### src/rtl/ext_hold_arb_pkg.sv
package ext_hold_arb_pkg;

    typedef enum logic [1:0] {
        ST_OWNED    = 2'd0,
        ST_WAIT_END = 2'd1,
        ST_RELEASED = 2'd2,
        ST_REGAIN   = 2'd3
    } arb_state_t;

    typedef struct packed {
        logic ack;
        logic want;
    } arb_flags_t;

    function automatic logic bus_floating(arb_state_t s);
        return (s == ST_RELEASED) || (s == ST_REGAIN);
    endfunction

endpackage

### src/rtl/hold_sync.sv
module hold_sync #(
    parameter int STAGES = 2
) (
    input  logic clk,
    input  logic rst,
    input  logic pin_n,
    output logic req
);
    logic [STAGES-1:0] chain;

    always_ff @(posedge clk) begin
        if (rst) chain <= '1;
        else     chain <= {chain[STAGES-2:0], pin_n};
    end

    assign req = ~chain[STAGES-1];
endmodule

### src/rtl/hold_fsm.sv
module hold_fsm
    import ext_hold_arb_pkg::*;
(
    input  logic       clk,
    input  logic       rst,
    input  logic       hold_req,
    input  logic       cycle_busy,
    input  logic       need_bus,
    output arb_state_t state,
    output arb_flags_t flags
);
    arb_state_t nxt;
    arb_flags_t flags_nxt;

    always_comb begin
        nxt = state;
        unique case (state)
            ST_OWNED:    if (hold_req) nxt = ST_WAIT_END;
            ST_WAIT_END: if (!hold_req) nxt = ST_OWNED;
                         else if (!cycle_busy) nxt = ST_RELEASED;
            ST_RELEASED: if (!hold_req) nxt = ST_REGAIN;
            ST_REGAIN:   nxt = ST_OWNED;
            default:     nxt = ST_OWNED;
        endcase
    end

    always_comb begin
        flags_nxt.ack = (state == ST_RELEASED) && hold_req;
        if (nxt == ST_OWNED)
            flags_nxt.want = 1'b0;
        else if (state == ST_RELEASED && flags.ack && need_bus)
            flags_nxt.want = 1'b1;
        else
            flags_nxt.want = flags.want;
    end

    always_ff @(posedge clk) begin
        if (rst) begin
            state <= ST_OWNED;
            flags <= '0;
        end else begin
            state <= nxt;
            flags <= flags_nxt;
        end
    end

    // the bus only leaves the waiting state at a cycle boundary
    a_r3_boundary_release: assert property (@(posedge clk) disable iff (rst)
        (state == ST_RELEASED && $past(state) == ST_WAIT_END) |-> !$past(cycle_busy));

    // the want flag rises only after acknowledge was already given
    a_r5_want_after_ack: assert property (@(posedge clk) disable iff (rst)
        $rose(flags.want) |-> $past(flags.ack));

    // bus is not regained while the hold request persists
    a_r6_no_early_regain: assert property (@(posedge clk) disable iff (rst)
        ($past(state) == ST_RELEASED && $past(hold_req)) |-> state == ST_RELEASED);
endmodule

### src/rtl/ext_hold_arb.sv
module ext_hold_arb
    import ext_hold_arb_pkg::*;
#(
    parameter int SYNC_STAGES = 2
) (
    input  logic clk,
    input  logic rst,
    input  logic hold_req_n,
    input  logic cycle_busy,
    input  logic need_bus,
    output logic hold_ack_n,
    output logic bus_want_n,
    output logic bus_drive,
    output logic cycle_ok
);
    logic       hold_req;
    arb_state_t state;
    arb_flags_t flags;

    hold_sync #(.STAGES(SYNC_STAGES)) u_sync (
        .clk   (clk),
        .rst   (rst),
        .pin_n (hold_req_n),
        .req   (hold_req)
    );

    hold_fsm u_fsm (
        .clk        (clk),
        .rst        (rst),
        .hold_req   (hold_req),
        .cycle_busy (cycle_busy),
        .need_bus   (need_bus),
        .state      (state),
        .flags      (flags)
    );

    assign hold_ack_n = ~flags.ack;
    assign bus_want_n = ~flags.want;
    assign bus_drive  = ~bus_floating(state);
    assign cycle_ok   = (state == ST_OWNED);

    // acknowledge never coexists with driven outputs
    a_r4_ack_floats: assert property (@(posedge clk) disable iff (rst)
        !hold_ack_n |-> !bus_drive);

    // outputs float one cycle before acknowledge asserts
    a_r4_float_first: assert property (@(posedge clk) disable iff (rst)
        $fell(hold_ack_n) |-> !$past(bus_drive));

    // outputs driven again one cycle after acknowledge is withdrawn
    a_r7_drive_after_ack: assert property (@(posedge clk) disable iff (rst)
        $rose(bus_drive) |-> $past(hold_ack_n) && $past(!bus_drive));

    // request for the bus only while the bus is away
    a_r5_want_floating: assert property (@(posedge clk) disable iff (rst)
        !bus_want_n |-> !bus_drive);
endmodule

### config.mk
export PLATFORM = sky130hd
export DESIGN_NAME = ext_hold_arb
export DESIGN_NICKNAME = d
export VERILOG_FILES = /design/src/rtl/ext_hold_arb_pkg.sv /design/src/rtl/hold_sync.sv /design/src/rtl/hold_fsm.sv /design/src/rtl/ext_hold_arb.sv
export SDC_FILE = /design/constraint.sdc
export NUM_CORES = 1
export LEC_CHECK = 0
export BUFFER_PORTS_ARGS = -buffer_cell sky130_fd_sc_hd__buf_2
export CAP_MARGIN = 40
export CORE_AREA = 4 4 41 43
export CTS_CLUSTER_DIAMETER = 30
export CTS_CLUSTER_SIZE = 24
export DETAILED_ROUTE_END_ITERATION = 12
export DIE_AREA = 0 0 45 47
export PLACE_DENSITY = 0.38
export SYNTH_ARGS = -nofsm -noshare
export SYNTH_HDL_FRONTEND = slang
export SYNTH_SLANG_ARGS = --single-unit
### constraint.sdc
create_clock -name clk -period 3.7 [get_ports clk]
set_clock_uncertainty 0.2 [all_clocks]
set_input_delay 0.74 -clock clk [delete_from_list [all_inputs] [get_ports clk]]
set_output_delay 0.74 -clock clk [all_outputs]
set_load 0.05 [all_outputs]
# Word-level counts from Yosys, hierarchy flattened
# Index checks and enable logic that the tools add are counted.
[word_totals]
register_bits = 6
latch_bits = 0
mem_bits_rw = 0
romBits = 0
inputBits = 5
out_inout_bits = 4
elab_cells = 23
memories = 0
[classes]
add_sub_neg = 0
multipliers = 0
n_div = 0
order_cmp = 0
eq_ne = 3
shifts = 0
mux = 5
bitwise = 4
n_reduce_logical = 7
[ops]
columns = ["operator", "n"]
rows = [
  ["$mux 2", 4],
  ["$pmux 2 s4", 1],
  ["$eq 2x2->1 const B", 2],
  ["$logic_not 2->1", 2],
  ["$not 1->1", 4],
  ["$logic_and 1x1->1", 3],
  ["$eq 2x1->1 const B", 1],
  ["$reduce_or 2->1", 1],
  ["$logic_or 1x1->1", 1],
]

# Depth between registers and ports, before layout
# Gate-level depths: netlist of run 1.
[logic_depth]
depth_word = 5
depth_mapped = 3
mapped_depth_nobuf = 2

# Cells and area by module
# Synthesis of run 1 repeated with hierarchy kept, for this count alone.
[hier_totals]
hier_cells = 25
area_unflattened_um2 = 227.7
[by_module_without_submodules]
columns = ["mod", "n_inst", "cells_each", "area_per_inst_um2", "seq_area_each_um2"]
rows = [
  ["hold_fsm", 1, 16, 156.4, 80.1],
  ["hold_sync", 1, 5, 56.3, 40.0],
  ["ext_hold_arb", 1, 4, 15.0, 0.0],
]

# Least setup slack after synthesis of run 1
# No wires, ideal clock.
[synth_timing]
path_kind = "reg2out"
from = "register u_fsm.state[1]"
to = "output port cycle_ok"
arrival_time_ps = 1059
required_ps = 2760
setup_slack_ps = 1701
stages_incl_launch_ff = 3
path_buffers = 1
path_cell_list = "dfxtp_1 > buf_6 > nor2_1"
[synth_between]
elab_chain_cells = 1
[synth_rtl]
columns = ["element", "line_no", "source"]
rows = [
  ["from (decl)", "hold_fsm.sv:9", "output arb_state_t state,"],
  ["from (signal assigned)", "hold_fsm.sv:42", "state <= nxt;"],
  ["$logic_not 2->1", "ext_hold_arb.sv:40", "assign cycle_ok = (state == ST_OWNED);"],
  ["to (decl)", "ext_hold_arb.sv:14", "output logic cycle_ok"],
]
# Every way passes these cells.

# Worst setup path after layout of run 1
# Same ends and word-level chain as after synthesis.

==> out/results.tsv, run 1 <==
metric	value	unit
syn_to_final_growth	27.7	%
finalWorstSetupSlack	1.77	ns
via_per_inst	3.96	
final_nets	42	
powerDensity	425	nW/µm²
synth_top_area_share	47.5	%
critPathKind	register to primary output	
clock.fmax	0.517	GHz
drive_above_1_share	42.9	%
clkSlewWorstSetupHoldPaths	0.05	ns
die_h	47	µm
cp.arrival	0.99	ns
netlist_area	253	µm²
synth.area.top_cells	dfxtp_1, a32o_1, inv_1	
cts_max_level	1	
cp_cell_sequence	nor2_1 > buf_2	
max_stage_delay	0.38	ns
synthMostInstantiatedCell	dfxtp_1	
timing.critical_path.slowest_stage_cell	dfxtp_1	
cts_root_buf	clkbuf_4	
relSlewSlack	81.2	%
ys_seq_elements	6	
diodes	0	
post-route-period-util	52.3	%
ios	9	
rsz0062_at_grt	false	
grt_max_degree	9	
grt_pass1_wl	772	µm
postRouteAntennaNets	0	
cts_tree	built	
die_w	45	µm
multi_input_comb_area	106	µm²
hold_violations	0	
cts_hold_buf	0	
fin_setup_tns	0	ns
start_kind	register	
vias	198	
dp_cells	47	
cts_setup_buffers	0	
numPortBuffers	8	
power_leakage	0.119	nW
dieArea	2120	µm²
synth_commonest_cells	dfxtp_1, inv_1, nor2_1, a32o_1, or2_2	
dp_slack	1.94	ns
seq_area	120	µm²
setup_violations	0	
ir_worst_vdd	161	µV
yosysTopAreaCell	dfxtp_1	
dr.first_iter.drc_count	3	
ys_seq_area_share	47.5	%
status	completed	
ys_warn_count	0	
cts-buffers-inserted	3	
synthFlopType	dfxtp_1	
synthCells	25	
synthArstFlopShare	0	%
min_period	1.93	ns
synth.avg_cell_area	10.1	µm²
synth_edf_count	0	
fillers	161	
drcViolationCount	0	
wl_per_cell	9.54	µm
grt_pass1_vias	191	
clk_path_buf_depth	2	
start_util	19.4	%
cp.required	2.76	ns
dp_hpwl	363	µm
synth.distinct_cells	13	
drt-total-wl	477	µm
dr.pass1.iters	4	
rows	13	
antenna_found_initial	0	
clock_sinks	6	
core-area	1300	µm²
tightestPinTransition	0.281	ns
fin_cells	50	
synth_fp_nets	30	
crit_fanout	8	
gr-usage-all-layers	5.78	%
gp_congestion	0.656	
worst_skew_pair.late_latency	0.24	ns
p_total	0.137	mW
min_path_type	register to register	
slew_violations	0	
cp-end-kind	primary output	
maxCapViolCount	0	
gr-total-overflow	0	
cts.repair.resized	0	
==> placed cells by master (no fill, tap or decap), drive strengths merged <==
master,synthesis,layout
nor4bb,1,1
or4b,1,1
mux2i,1,1
inv,4,4
clkbuf,0,3
dfxtp,6,6
nand2b,1,1
xnor2,1,1
buf,1,8
a32o,2,2
nor2,3,3
nor3,1,1
or2,2,2
a21oi,1,1
==> sequential cells by signal, summed over array words and instances, names as in the netlist <==
register / flops
u_sync.chain: 2
u_fsm.flags: 2
u_fsm.state: 2
==> layer usage <==
| layer | global-route usage, % | vias to the layer above | part of all wire [%] |
|---|---|---|---|
| met5 | 0 | - | 0 |
| met1 | 5.94 | 82 | 45 |
| li1 | - | 107 | - |
| met3 | 4.98 | 0 | 13 |
| met4 | 5.26 | 0 | 0 |
| met2 | 7.06 | 9 | 41 |
==> through the flow <==
step                util [%]  cell area (µm²)  hold WS, ns
global route            24.8              323        0.224
global placement        23.1              300        0.196
finish                  24.8              323        0.204
detailed placement      23.1              300        0.198
CTS                     24.8              323        0.208
floorplan                  -              253        0.189
==> worst paths after layout <==
path / slack (ns) / cells after the start / end / startpoint
worst max-delay path: 1.77 / 2 / cycle_ok / u_fsm.state[1]
worst min-delay path: 0.20 / 1 / u_sync.chain[1] / u_sync.chain[0]
worst min register to register: 0.20 / 1 / u_sync.chain[1] / u_sync.chain[0]
worst max register to register: 2.36 / 2 / u_fsm.state[1] / u_fsm.state[1]
==> cells by family after synthesis <==
| kind of cell | Yosys count | synth area share [%] |
|---|---|---|
| buffers and inverters | 5 | 10.4 |
| muxes | 1 | 3.96 |
| and+or+nand+nor | 9 | 23.3 |
| AOI/OAI and AO/OA | 3 | 11.4 |
| DFF | 6 | 47.5 |
| xor gates and xnor gates | 1 | 3.47 |
==> report_power, final <==
group	internal, mW	total [mW]	switching [mW]
combinational	0.00419	0.00961	0.00542
sequential	0.0665	0.0680	0.00150
clock	0.0367	0.0597	0.0231
==> final cells by class <==
cell class	count	share of cell area [%]
sequential	6	37.2
tap	15	5.81
multi-input combinational	14	32.9
inverter	4	4.65
timing repair buffer	8	12.4
clock buffer	3	6.98
==> worst max-delay path: cells and delay by family, from the launching register on <==
family | cells | cell delay (ns)
buffers and inverters | 1 | 0.26
flip-flops | 1 | 0.38
AND/OR/NAND/NOR | 1 | 0.10
(Power assumes the default switching activity.)
==> run 2, diff against run 1 <==
- PLACE_DENSITY: 0.38 -> 0.39
- clock period: 3.7 -> 1.6 ns (I/O delays scaled with it)
==> out/results.tsv, run 2 (synthesized netlist as in run 1, its figures left out) <==
metric	value	unit	change
layout_commonest_cell	buf_2		
cts-buffers-inserted	3		unchanged
ir_worst_vdd	379	µV	+140%
cp-end-kind	primary output		
drcViolationCount	0		unchanged
start_util	19.4	%	unchanged
core-area	1300	µm²	unchanged
grt_max_degree	9		unchanged
cts_tree	built		
die_w	45	µm	unchanged
dr.pass1.iters	2		-2
critPathKind	register to primary output		
drive_above_1_share	45.7	%	+2.9 points
gr-total-overflow	0		unchanged
postRouteAntennaNets	0		unchanged
crit_fanout	6		-2
relSlewSlack	82.3	%	+1.1 points
die_h	47	µm	unchanged
cp.required	1.08	ns	-1.68 ns
dp_hpwl	378	µm	+4.1%
tightestPinTransition	0.262	ns	-0.0193 ns
gp_congestion	0.638		-2.7%
clock_sinks	6		unchanged
powerDensity	994	nW/µm²	+130%
ios	9		unchanged
wl_per_cell	10.4	µm	+8.6%
vias	204		+3.0%
min_period	1.46	ns	
cts_root_buf	clkbuf_4		
clk_path_buf_depth	2		unchanged
grt_pass1_wl	883	µm	+14%
gr-usage-all-layers	6.18	%	+0.41 points
drt-total-wl	518	µm	+8.6%
syn_to_final_growth	29.2	%	
status	completed		
clkSlewWorstSetupHoldPaths	0.05	ns	about the same
cp.arrival	0.94	ns	-0.05 ns
rows	13		unchanged
rsz0062_at_grt	false		
fin_setup_tns	0	ns	unchanged
dr.first_iter.drc_count	1		-2
start_kind	register		
cts_setup_buffers	0		unchanged
via_per_inst	4.08		+3.0%
setup_violations	0		unchanged
largestRegisters	u_fsm.flags (2), u_fsm.state (2), u_sync.chain (2)		
diodes	0		unchanged
final_nets	42		unchanged
cts_max_level	1		unchanged
p_total	0.325	mW	+140%
worst_skew_pair.late_latency	0.25	ns	about the same
maxCapViolCount	0		unchanged
clock.fmax	0.687	GHz	
dp_slack	0.261	ns	-1.68 ns
min_path_type	input port to register		
hold_violations	0		unchanged
antenna_found_initial	0		unchanged
dieArea	2120	µm²	unchanged
numPortBuffers	8		unchanged
finalWorstSetupSlack	0.144	ns	-1.62 ns
final_cell_mix	buf_2, dfxtp_1, inv_1, clkbuf_4, nor2_1		
post-route-period-util	91.0	%	
power_leakage	0.122	nW	+1.9%
slew_violations	0		unchanged
hold_slack	0.0527	ns	-0.151 ns
grt_pass1_vias	199		+4.2%
## run 2: final timing paths
kind | from | endpoint | slack, ns | cells after the start
worst max-delay path | u_fsm.state[0] | cycle_ok | 0.14 | 2
worst min-delay path | hold_req_n | u_sync.chain[0] | 0.05 | 2
worst max register to register | u_fsm.state[1] | u_fsm.state[1] | 0.29 | 2
worst min register to register | u_sync.chain[0] | u_sync.chain[1] | 0.22 | 1
## run 2: metal layers
| metal | GRT usage [%] | vias up | routed length (µm) |
|---|---|---|---|
| met5 | 0 | - | 0 |
| met4 | 3.51 | 0 | 9 |
| met3 | 4.98 | 2 | 65 |
| met2 | 8.19 | 10 | 208 |
| met1 | 6.88 | 89 | 234 |
| li1 | - | 103 | - |
## run 2: power breakdown
group	internal (mW)	total, mW	leakage (nW)	switching, mW
combinational	0.0103	0.0227	0.0585	0.0124
sequential	0.154	0.157	0.0494	0.00380
clock	0.0852	0.145	0.0138	0.0594
## run 2: worst max-delay path, cell delays in order (launching register included)
cell      delay, ns
dfxtp_1        0.35
nor2_1         0.11
clkbuf_4       0.23
## run 2: metrics by stage
stage          util, %  cells  area (µm²)
5_1_grt           25.1     50         327
2_1_floorplan        -     25         253
6_report          25.1     50         327
4_1_cts           24.8     50         323
3_3_place_gp      23.1     47         300
3_5_place_dp      23.1     47         300
## run 2: area by class of cell
cell class	count	area, µm²
repair buffers	8	42.5
fillers	156	975
clock buffers	3	22.5
flip-flops and latches	6	121
inverters	4	15.0
multi-input cells	14	106
well taps	15	18.8
## run 2: what timing repair did
item,4_1_cts,5_1_grt
endpoints found under the setup margin,0,1
hold buffers,0,0
resized for setup,0,2
